File: config.mk
export PLATFORM = sky130hd
export DESIGN_NAME = mask_reg_bank
export DESIGN_NICKNAME = d
export VERILOG_FILES = /design/src/rtl/mask_reg_bank_pkg.sv /design/src/rtl/rb_addr_decode.sv /design/src/rtl/rb_bit_cell.sv /design/src/rtl/rb_read_port.sv /design/src/rtl/mask_reg_bank.sv
export SDC_FILE = /design/constraint.sdc
export NUM_CORES = 1
export LEC_CHECK = 0
export BUFFER_PORTS_ARGS = -buffer_cell sky130_fd_sc_hd__buf_2
export CORE_MARGIN = 1
export CORE_UTILIZATION = 41
export CTS_BUF_LIST = sky130_fd_sc_hd__clkbuf_4 sky130_fd_sc_hd__clkbuf_8 sky130_fd_sc_hd__clkbuf_16
export CTS_CLUSTER_DIAMETER = 60
export DETAILED_ROUTE_END_ITERATION = 8
export GPL_TIMING_DRIVEN = 0
export PLACE_DENSITY = 0.9
export RECOVER_POWER = 25
export SLEW_MARGIN = 20
export SYNTH_ARGS = -nofsm -noshare
export SYNTH_HDL_FRONTEND = slang
export SYNTH_SLANG_ARGS = --single-unit
File: constraint.sdc
create_clock -name clk -period 1.75 [get_ports clk]
set_input_delay 0.2625 -clock clk [delete_from_list [all_inputs] [get_ports clk]]
set_output_delay 0.2625 -clock clk [all_outputs]
set_load 0.05 [all_outputs]
File: src/rtl/mask_reg_bank_pkg.sv
// Package: shared types and the constant configuration tables of the bank.
// Assumes a small register count, so every table is computed by a function.
package mask_reg_bank_pkg;

    localparam int NUM_REGS = 6;
    localparam int DATA_W   = 8;
    localparam int ADDR_W   = 8;
    localparam int FLAT_W   = NUM_REGS * DATA_W;

    typedef enum logic [2:0] {
        ACC_RW = 3'd0,   // CPU read/write, fabric write
        ACC_RC = 3'd1,   // CPU read clears, fabric write
        ACC_RO = 3'd2,   // CPU read only, fabric write
        ACC_WO = 3'd3,   // CPU write only, fabric write
        ACC_RT = 3'd4,   // unstored, live fabric input
        ACC_NU = 3'd5    // unused, reads zero
    } acc_e;

    // Per-bit access class of each register.
    function automatic acc_e acc_of(input int r, input int b);
        case (r)
            0: return ACC_RW;
            1: return (b < 4) ? ACC_RC : ACC_RO;
            2: return ACC_WO;
            3: return (b < 4) ? ACC_RW : ACC_NU;
            4: return ACC_RT;
            5: return (b >= 6) ? ACC_RT : (b >= 4) ? ACC_RC : (b >= 2) ? ACC_WO : ACC_RW;
            default: return ACC_NU;
        endcase
    endfunction

    // CPU address of each register; gaps between entries are allowed.
    function automatic logic [ADDR_W-1:0] addr_of(input int r);
        case (r)
            0: return 8'h04;
            1: return 8'h05;
            2: return 8'h08;
            3: return 8'h09;
            4: return 8'h10;
            5: return 8'h1F;
            default: return 8'h00;
        endcase
    endfunction

    // Reset value of each register (applies to stored bits only).
    function automatic logic [DATA_W-1:0] rst_of(input int r);
        case (r)
            0: return 8'h5A;
            3: return 8'h03;
            5: return 8'h01;
            default: return 8'h00;
        endcase
    endfunction

    // Bit mask of register r whose bits belong to class c.
    function automatic logic [DATA_W-1:0] cls_mask(input int r, input acc_e c);
        logic [DATA_W-1:0] m;
        m = '0;
        for (int b = 0; b < DATA_W; b++) begin
            if (acc_of(r, b) == c) m[b] = 1'b1;
        end
        return m;
    endfunction

    // True when an address belongs to some register.
    function automatic logic is_mapped(input logic [ADDR_W-1:0] a);
        logic hit;
        hit = 1'b0;
        for (int r = 0; r < NUM_REGS; r++) begin
            if (addr_of(r) == a) hit = 1'b1;
        end
        return hit;
    endfunction

endpackage

File: src/rtl/rb_addr_decode.sv
// Module: compares the CPU address with every register address from the map.
// Assumes the map holds distinct addresses, so at most one hit is raised.
module rb_addr_decode
    import mask_reg_bank_pkg::*;
(
    input  logic [ADDR_W-1:0]   cpu_addr,
    output logic [NUM_REGS-1:0] hit
);

    // One comparator per register against its constant address.
    for (genvar r = 0; r < NUM_REGS; r++) begin : g_cmp
        localparam logic [ADDR_W-1:0] REG_ADDR = addr_of(r);
        assign hit[r] = (cpu_addr == REG_ADDR);
    end

endmodule

File: src/rtl/rb_bit_cell.sv
// Module: one bit of one register, built for the access class given by ACC.
// Assumes the fabric update has priority over CPU write and read-clear.
// Realtime and unused classes build no flop.
module rb_bit_cell
    import mask_reg_bank_pkg::*;
#(
    parameter acc_e ACC     = ACC_RW,
    parameter logic RST_BIT = 1'b0
)(
    input  logic clk,
    input  logic rst_n,
    input  logic upd_en,
    input  logic upd_bit,
    input  logic cpu_wr,
    input  logic cpu_rd,
    input  logic wr_bit,
    input  logic rt_bit,
    output logic q_out,
    output logic rd_view
);

    localparam bit STORED = (ACC == ACC_RW) || (ACC == ACC_RC) ||
                            (ACC == ACC_RO) || (ACC == ACC_WO);
    localparam bit WR_OK  = (ACC == ACC_RW) || (ACC == ACC_WO);
    localparam bit CLR_OK = (ACC == ACC_RC);
    localparam bit VIS_OK = (ACC == ACC_RW) || (ACC == ACC_RC) || (ACC == ACC_RO);

    if (STORED) begin : g_stored
        logic st;
        logic unused_rt;

        // Stored bit: reset, fabric load, CPU write, then read-clear, in that priority.
        always_ff @(posedge clk) begin
            if (!rst_n)                 st <= RST_BIT;
            else if (upd_en)            st <= upd_bit;
            else if (cpu_wr && WR_OK)   st <= wr_bit;
            else if (cpu_rd && CLR_OK)  st <= 1'b0;
        end

        assign q_out     = st;
        assign rd_view   = VIS_OK ? st : 1'b0;
        assign unused_rt = rt_bit;
    end else if (ACC == ACC_RT) begin : g_realtime
        logic unused_rt_in;
        assign q_out        = 1'b0;
        assign rd_view      = rt_bit;
        assign unused_rt_in = ^{clk, rst_n, upd_en, upd_bit, cpu_wr, cpu_rd, wr_bit};
    end else begin : g_unused
        logic unused_nu_in;
        assign q_out        = 1'b0;
        assign rd_view      = 1'b0;
        assign unused_nu_in = ^{clk, rst_n, upd_en, upd_bit, cpu_wr, cpu_rd, wr_bit, rt_bit};
    end

endmodule

File: src/rtl/rb_read_port.sv
// Module: selects the read view of the addressed register and registers it.
// Assumes hit is one-hot or zero; zero hits give 0x00.
module rb_read_port
    import mask_reg_bank_pkg::*;
(
    input  logic                clk,
    input  logic                rst_n,
    input  logic                cpu_re,
    input  logic [NUM_REGS-1:0] hit,
    input  logic [FLAT_W-1:0]   view,
    output logic [DATA_W-1:0]   cpu_rdata
);

    logic [DATA_W-1:0] sel;

    // AND-OR select of the addressed register's read view.
    always_comb begin
        sel = '0;
        for (int r = 0; r < NUM_REGS; r++) begin
            if (hit[r]) sel = sel | view[r*DATA_W +: DATA_W];
        end
    end

    // Read data register, loaded only when a read is requested.
    always_ff @(posedge clk) begin
        if (!rst_n)      cpu_rdata <= '0;
        else if (cpu_re) cpu_rdata <= sel;
    end

endmodule

File: src/rtl/mask_reg_bank.sv
// Module: top of the register bank; per-bit cells built from the class table.
// Assumes the CPU issues at most one access address per cycle.
// A read and a write to the same address may coincide.
module mask_reg_bank
    import mask_reg_bank_pkg::*;
(
    input  logic                clk,
    input  logic                rst_n,
    input  logic [ADDR_W-1:0]   cpu_addr,
    input  logic [DATA_W-1:0]   cpu_wdata,
    input  logic                cpu_we,
    input  logic                cpu_re,
    output logic [DATA_W-1:0]   cpu_rdata,
    input  logic [NUM_REGS-1:0] fab_upd_en,
    input  logic [FLAT_W-1:0]   fab_upd_data,
    input  logic [FLAT_W-1:0]   fab_rt_in,
    output logic [FLAT_W-1:0]   regs_out
);

    logic [NUM_REGS-1:0] hit;
    logic [FLAT_W-1:0]   view;

    rb_addr_decode u_dec (
        .cpu_addr (cpu_addr),
        .hit      (hit)
    );

    // Bit-cell array: one cell per bit, variant chosen by the class table.
    for (genvar r = 0; r < NUM_REGS; r++) begin : g_reg
        localparam logic [DATA_W-1:0] RST = rst_of(r);
        logic wr_sel;
        logic rd_sel;
        assign wr_sel = hit[r] & cpu_we;
        assign rd_sel = hit[r] & cpu_re;
        for (genvar b = 0; b < DATA_W; b++) begin : g_bit
            rb_bit_cell #(
                .ACC     (acc_of(r, b)),
                .RST_BIT (RST[b])
            ) u_cell (
                .clk     (clk),
                .rst_n   (rst_n),
                .upd_en  (fab_upd_en[r]),
                .upd_bit (fab_upd_data[r*DATA_W + b]),
                .cpu_wr  (wr_sel),
                .cpu_rd  (rd_sel),
                .wr_bit  (cpu_wdata[b]),
                .rt_bit  (fab_rt_in[r*DATA_W + b]),
                .q_out   (regs_out[r*DATA_W + b]),
                .rd_view (view[r*DATA_W + b])
            );
        end
    end

    rb_read_port u_rd (
        .clk       (clk),
        .rst_n     (rst_n),
        .cpu_re    (cpu_re),
        .hit       (hit),
        .view      (view),
        .cpu_rdata (cpu_rdata)
    );

endmodule

Word-level counts from Yosys, hierarchy flattened
Index checks and enable logic that the tools add are counted.

cells by class
  $mul = 0
  equal/unequal tests = 6
  add/sub/neg operators = 0
  shift-type cells = 0
  reduce and logical (&&, ||, !) cells = 6
  multiplexer cells = 61
  bitwise operators = 10
  order comparisons = 0
  divide/modulo/power cells = 0

operator list
  cell                                           count
  2-to-1 mux 1 bit                               56
  2-to-1 mux 8 bit                               5
  bitwise OR 8 bit                               3
  == test 8 x 3 -> 1 bit, second input constant  2
  == test 8 x 4 -> 1 bit, second input constant  2
  == test 8 x 5 -> 1 bit, second input constant  2
  nonzero test 2 bit                             6
  bitwise OR 8 x 4 -> 8 bit                      1
  AND 1 bit                                      6

word-level totals
  latch bits = 0
  bits in registers = 42
  logic and storage cells = 118
  input port bits = 122
  memory bits (writable) = 0
  ROM bits = 0
  memories = 0

Logic depth before layout (Yosys ltp)
  depth in word-level cells = 10
  gate-level depth with buffers = 6
  mapped depth without buffers = 4

Cells and area by module
From an unflattened synthesis, not the netlist that was laid out.

unflattened totals
  cells, all modules = 299
  area, all modules = 2782.7 um2

by module, submodules not included
  module                                      cells an instance  area an instance (um2)  instances
  rb_bit_cell (g_reg[2].g_bit[0].u_cell ...)  6                  58.8                    10
  rb_read_port                                55                 540.5                   1
  rb_bit_cell (g_reg[0].g_bit[1].u_cell ...)  6                  56.3                    7
  rb_bit_cell (g_reg[0].g_bit[0].u_cell ...)  5                  55.1                    7
  rb_bit_cell (g_reg[1].g_bit[0].u_cell ...)  4                  46.3                    6
  rb_bit_cell (g_reg[3].g_bit[4].u_cell ...)  3                  18.8                    14
  rb_bit_cell (g_reg[1].g_bit[4].u_cell ...)  4                  43.8                    4
  rb_addr_decode                              13                 83.8                    1
  mask_reg_bank                               12                 75.1                    1

Least setup slack after synthesis
No wires, ideal clock.

  kind = input to register
  start point = in cpu_addr[3]
  end point = reg g_reg[0].g_bit[0].u_cell.g_stored.st
  path buffers = 1
  stages on the path = 5
  library setup time = 0.131 ns
  data required time = 1.619 ns
  data arrival time = 1.429 ns
  slack = 0.190 ns
  cells stage by stage = or4b_1 nor3_2 buf_4 mux2i_1 a21oi_1

between the ends
  longest elaborated chain between the ends = 3

RTL lines
  element                       line                  source
  from (decl)                   mask_reg_bank.sv:9    input logic [ADDR_W-1:0] cpu_addr,
  == test 8 x 3 -> 1 bit        rb_addr_decode.sv:13  assign hit[r] = (cpu_addr == REG_ADDR);
  AND 1 bit                     mask_reg_bank.sv:33   assign wr_sel = hit[r] & cpu_we;
  nonzero test 2 bit (no line)  -
  to (signal assigned)          rb_bit_cell.sv:35     else if (upd_en) st <= upd_bit;
  to (signal assigned)          rb_bit_cell.sv:36     else if (cpu_wr && WR_OK) st <= wr_bit;
  to (decl)                     rb_bit_cell.sv:29     logic st;

No other way between the ends.
A chain may end at the register's enable or synchronous reset.

Worst setup path after layout
  start point = in cpu_addr[2]
  end point = reg u_rd.cpu_rdata[5]

between the ends
  longest elaborated chain between the ends = 10
  elaborated cells between the ends (all ways) = 14
  those cells by class = eq/ne: 5; mux: 5; bitwise: 4

RTL lines
  element                    line                  source
  == test 8 x 3 -> 1 bit     rb_addr_decode.sv:13
  2-to-1 mux 8 bit           rb_read_port.sv:20    if (hit[r]) sel = sel | view[r*DATA_W +: DATA_W];
  bitwise OR 8 bit           rb_read_port.sv:20
  2-to-1 mux 8 bit           rb_read_port.sv:20
  bitwise OR 8 x 4 -> 8 bit  rb_read_port.sv:20
  2-to-1 mux 8 bit           rb_read_port.sv:20
  bitwise OR 8 bit           rb_read_port.sv:20
  2-to-1 mux 8 bit           rb_read_port.sv:20
  bitwise OR 8 bit           rb_read_port.sv:20
  2-to-1 mux 8 bit *         rb_read_port.sv:20
  to (signal assigned)       rb_read_port.sv:27    else if (cpu_re) cpu_rdata <= sel;
  to (decl)                  rb_read_port.sv:11    output logic [DATA_W-1:0] cpu_rdata

Mark *: on every way between the ends. The rest lies on a longest branch, timed or not.

==> run summary <==
Sw power = 0.840 mW
CTS Sinks = 42
Layout cells sized above 1 = 38.1%
GRT overflow = 0
Combinational share of power = 28.8%
CP endpoint kind = flip-flop
Die area = 6310 um^2
Fin crit period = 1.62 ns
Mapped Cells = 272
Complex-gate fraction of the synthesized area = 21.1%
Skew-Pair Late Insertion Delay = 0.30 ns
Fin. Hold Viols = 0
Hold endpoint = g_reg[1].g_bit[2].u_cell.q_out$_SDFFE_PN0P_
CP Data Required Time = 1.98 ns
Max-slew violation count = 0
Sequential area share after synthesis = 34.2%
Post-synth EDFFs = 0
Crit path max fanout = 8
CTS tree = done
Clock Tree Buf Depth = 2
Distinct cell type count after synthesis = 41
Most used flip-flop cell after synthesis = dfxtp_1
First-pass GRT wire length = 10800 um
Placer Congestion = 0.868
Most frequent cell after synthesis = buf_4
Worst path bufs/invs = 1
Initial cell density of the core = 43.6%
Worst VDD drop = 0.000364 V
Setup crit start kind = input pin
WL/cell = 14.7 um
Clock share of power = 27.7%
Pwr per Cell Area = 760 nW/um^2
TritonCTS buffer count = 5
Via count = 2418
Tot GR Track Use = 22.3%
Largest family of logic cells by synthesized area = compound AO/OA/AOI/OAI gates
Placed Area = 3130 um^2
Cts repair resizes = 0
FF-to-FF End = u_rd.cpu_rdata[0]$_SDFFE_PN0P_
# IOs = 178
Rel. slew slack = 41.5%
Clock skew = 0.00446 ns
Root Buffer = clkbuf_8
Sw Share = 34.5%
Slew @ Worst Pin = 0.870 ns
Row cnt = 27
Cell count of the worst reg-to-reg path = 4
Synth top area share = 34.2%
Drt via density = 5.13
WP data arrival = 1.85 ns
Chip Width = 79.4 um
Avg Cell Area, Syn = 9.03 um^2
TritonRoute pass-1 iters = 4
Adder-Cell Fraction of Synth Area = 0%
Synth warn = 0
Final Cycle Share = 92.5%
Int Pwr = 1.59 mW
Antenna diodes = 0
Top delay family on crit path = simple AND/OR/NAND/NOR gates
Worst Hold Class = input pin to flip-flop
Crit path cell chain = clkbuf_1, nor4_2, a22oi_1, o22a_1, a21oi_1
Mapped cell area = 2460 um^2
Leak Pwr = 1.53 nW
Fillers = 522
Synth Area in Simple Gates = 14.1%
Synth top area cells = dfxtp_1 34%, buf_4 15%, mux2i_1 13%, a21oi_1 4.3%, o21ai_0 4.3%
Core ar. = 5640 um^2
RSZ-0062 raised after global routing = false
Synth Area in XOR/XNOR = 0%
Reg-to-reg critical path startpoint = g_reg[1].g_bit[0].u_cell.q_out$_SDFFE_PN0P_
Cell taking the most area after synthesis = dfxtp_1
Design Power = 2.43 mW
Critical path class = input pin to flip-flop
Flip-flop and latch count after synthesis = 42
Remaining DRCs = 0
DRT iter0 DRCs = 87
Mux share of post-synthesis cell area = 12.6%
Setup violators final = 0
Cell area after layout = 3200 um^2
Dpl hpwl = 5510 um
Crit. Startpoint = cpu_addr[2]
DIE HEIGHT = 79.4 um
CTS H-tree lvls = 2
Routed Antenna Nets = 0
Status = complete, no violations
Reg power frac = 43.5%
Antenna violations before repair = 0
Final WL = 6900 um
Nets = 520
Area growth syn-to-layout = 30.2%
Max_cap viols = 0
Worst path max stage delay = 0.78 ns
Setup bufs post-CTS = 0
Max Freq = 618 MHz
Pin count of the biggest net entering global routing = 13
Hold path startpoint = fab_upd_data[10]
Clock transition at path regs = 0.08 ns
CTS Hold Buffers Added = 0
Port buffer count = 106
Vias in the first global route = 2258
Hold depth = 2
Ys async rst share = 0%
Synth top cells by count = 49 x buf_4, 42 x dfxtp_1, 31 x mux2i_1, 21 x a21oi_1, 21 x o21ai_0
Flop2flop setup slack = 0.61 ns
Critical-path top delay cell = nor4_2
==> worst reg2reg max path: stages, from the launching register on <==
cell,delay [ns]
dfxtp_1,0.34
mux2i_1,0.16
o2bb2ai_1,0.07
and3_1,0.17
o31a_1,0.28
==> cell type report <==
type                       count  area [um^2]  area share (%)
multi-input combinational    176         1230            38.4
sequential                    42          841            26.3
timing repair buffer         106          509            15.9
buffer                        64          427            13.3
clock buffer                   7         90.1            2.81
tap                           72         90.1            2.81
inverter                       3         11.3           0.352
clock inverter                 1         5.00           0.156
==> logic make-up after synthesis <==
group | after synthesis
and+or+nand+nor | 52
muxes | 31
DFF | 42
other | 1
AOI/OAI and AO/OA | 79
buffers and inverters | 67
==> cell usage in the layout (no fill, tap or decap), types with 2 or more instances in the layout <==
cell type	synthesis	routed
buf_2	2	91
buf_4	49	49
dfxtp_1	42	42
mux2i_1	31	31
clkbuf_1	11	28
o21ai_0	21	21
a21oi_1	21	21
conb_1	1	14
nor2_1	8	8
a22oi_1	8	8
nor2b_1	8	8
nor3b_1	7	7
nand2_1	6	6
clkbuf_8	0	6
nor4b_1	5	5
o22a_1	4	4
a311oi_1	4	4
o2bb2ai_1	4	4
a31oi_1	3	3
inv_1	3	3
a32o_1	3	3
and3_1	3	3
o31a_1	3	3
and3b_1	2	2
nor3_1	2	2
buf_1	2	2
nand2b_1	2	2
o211a_1	2	2
a32oi_1	2	2
==> power by group through the flow <==
stage	Sequential (mW)	Combinational [mW]	Clock, mW
5_1_grt	1.07	0.747	0.734
6_report	1.06	0.701	0.674
3_3_place_gp	1.08	0.694	0
2_1_floorplan	1.09	0.502	0
3_5_place_dp	1.08	0.704	0
4_1_cts	1.06	0.706	0.693
==> routing by layer <==
layer	GRT usage [%]	share of wire [%]
met3	5.60	7.5
met4	6.55	1.3
met1	26.9	43
met2	38.7	49
met5	0	0
==> metrics by stage <==
step	instances	TNS [ns]	setup slack [ns]	hold slack (ns)	util (%)
4_1_cts	471	0	0.200	0.214	57.1
3_5_place_dp	463	-1.32	-0.116	0.521	55.4
6_report	471	0	0.132	0.218	56.7
2_1_floorplan	285	0	0.190	0.419	-
3_3_place_gp	463	-1.25	-0.122	0.503	55.4
5_1_grt	471	0	0.0314	0.217	56.7
==> worst max path at each step <==
stage / to / slack (ns) / depth (start not counted)
floorplan: g_reg[0].g_bit[0].u_cell.q_out$_SDFFE_PN0P_ / 0.19 / 5
global placement: g_reg[2].g_bit[7].u_cell.q_out$_SDFFE_PN0P_ / -0.12 / 5
detailed placement: g_reg[2].g_bit[3].u_cell.q_out$_SDFFE_PN0P_ / -0.12 / 5
CTS: u_rd.cpu_rdata[5]$_SDFFE_PN0P_ / 0.20 / 5
global route: g_reg[2].g_bit[5].u_cell.q_out$_SDFFE_PN0P_ / 0.03 / 5
finish: u_rd.cpu_rdata[5]$_SDFFE_PN0P_ / 0.13 / 5
==> flip-flops by register name (all words and copies together) (netlist names) <==
name and flops:
u_rd.cpu_rdata 8, g.g_bit.u_cell.q_out 34
(Power assumes the default switching activity.)
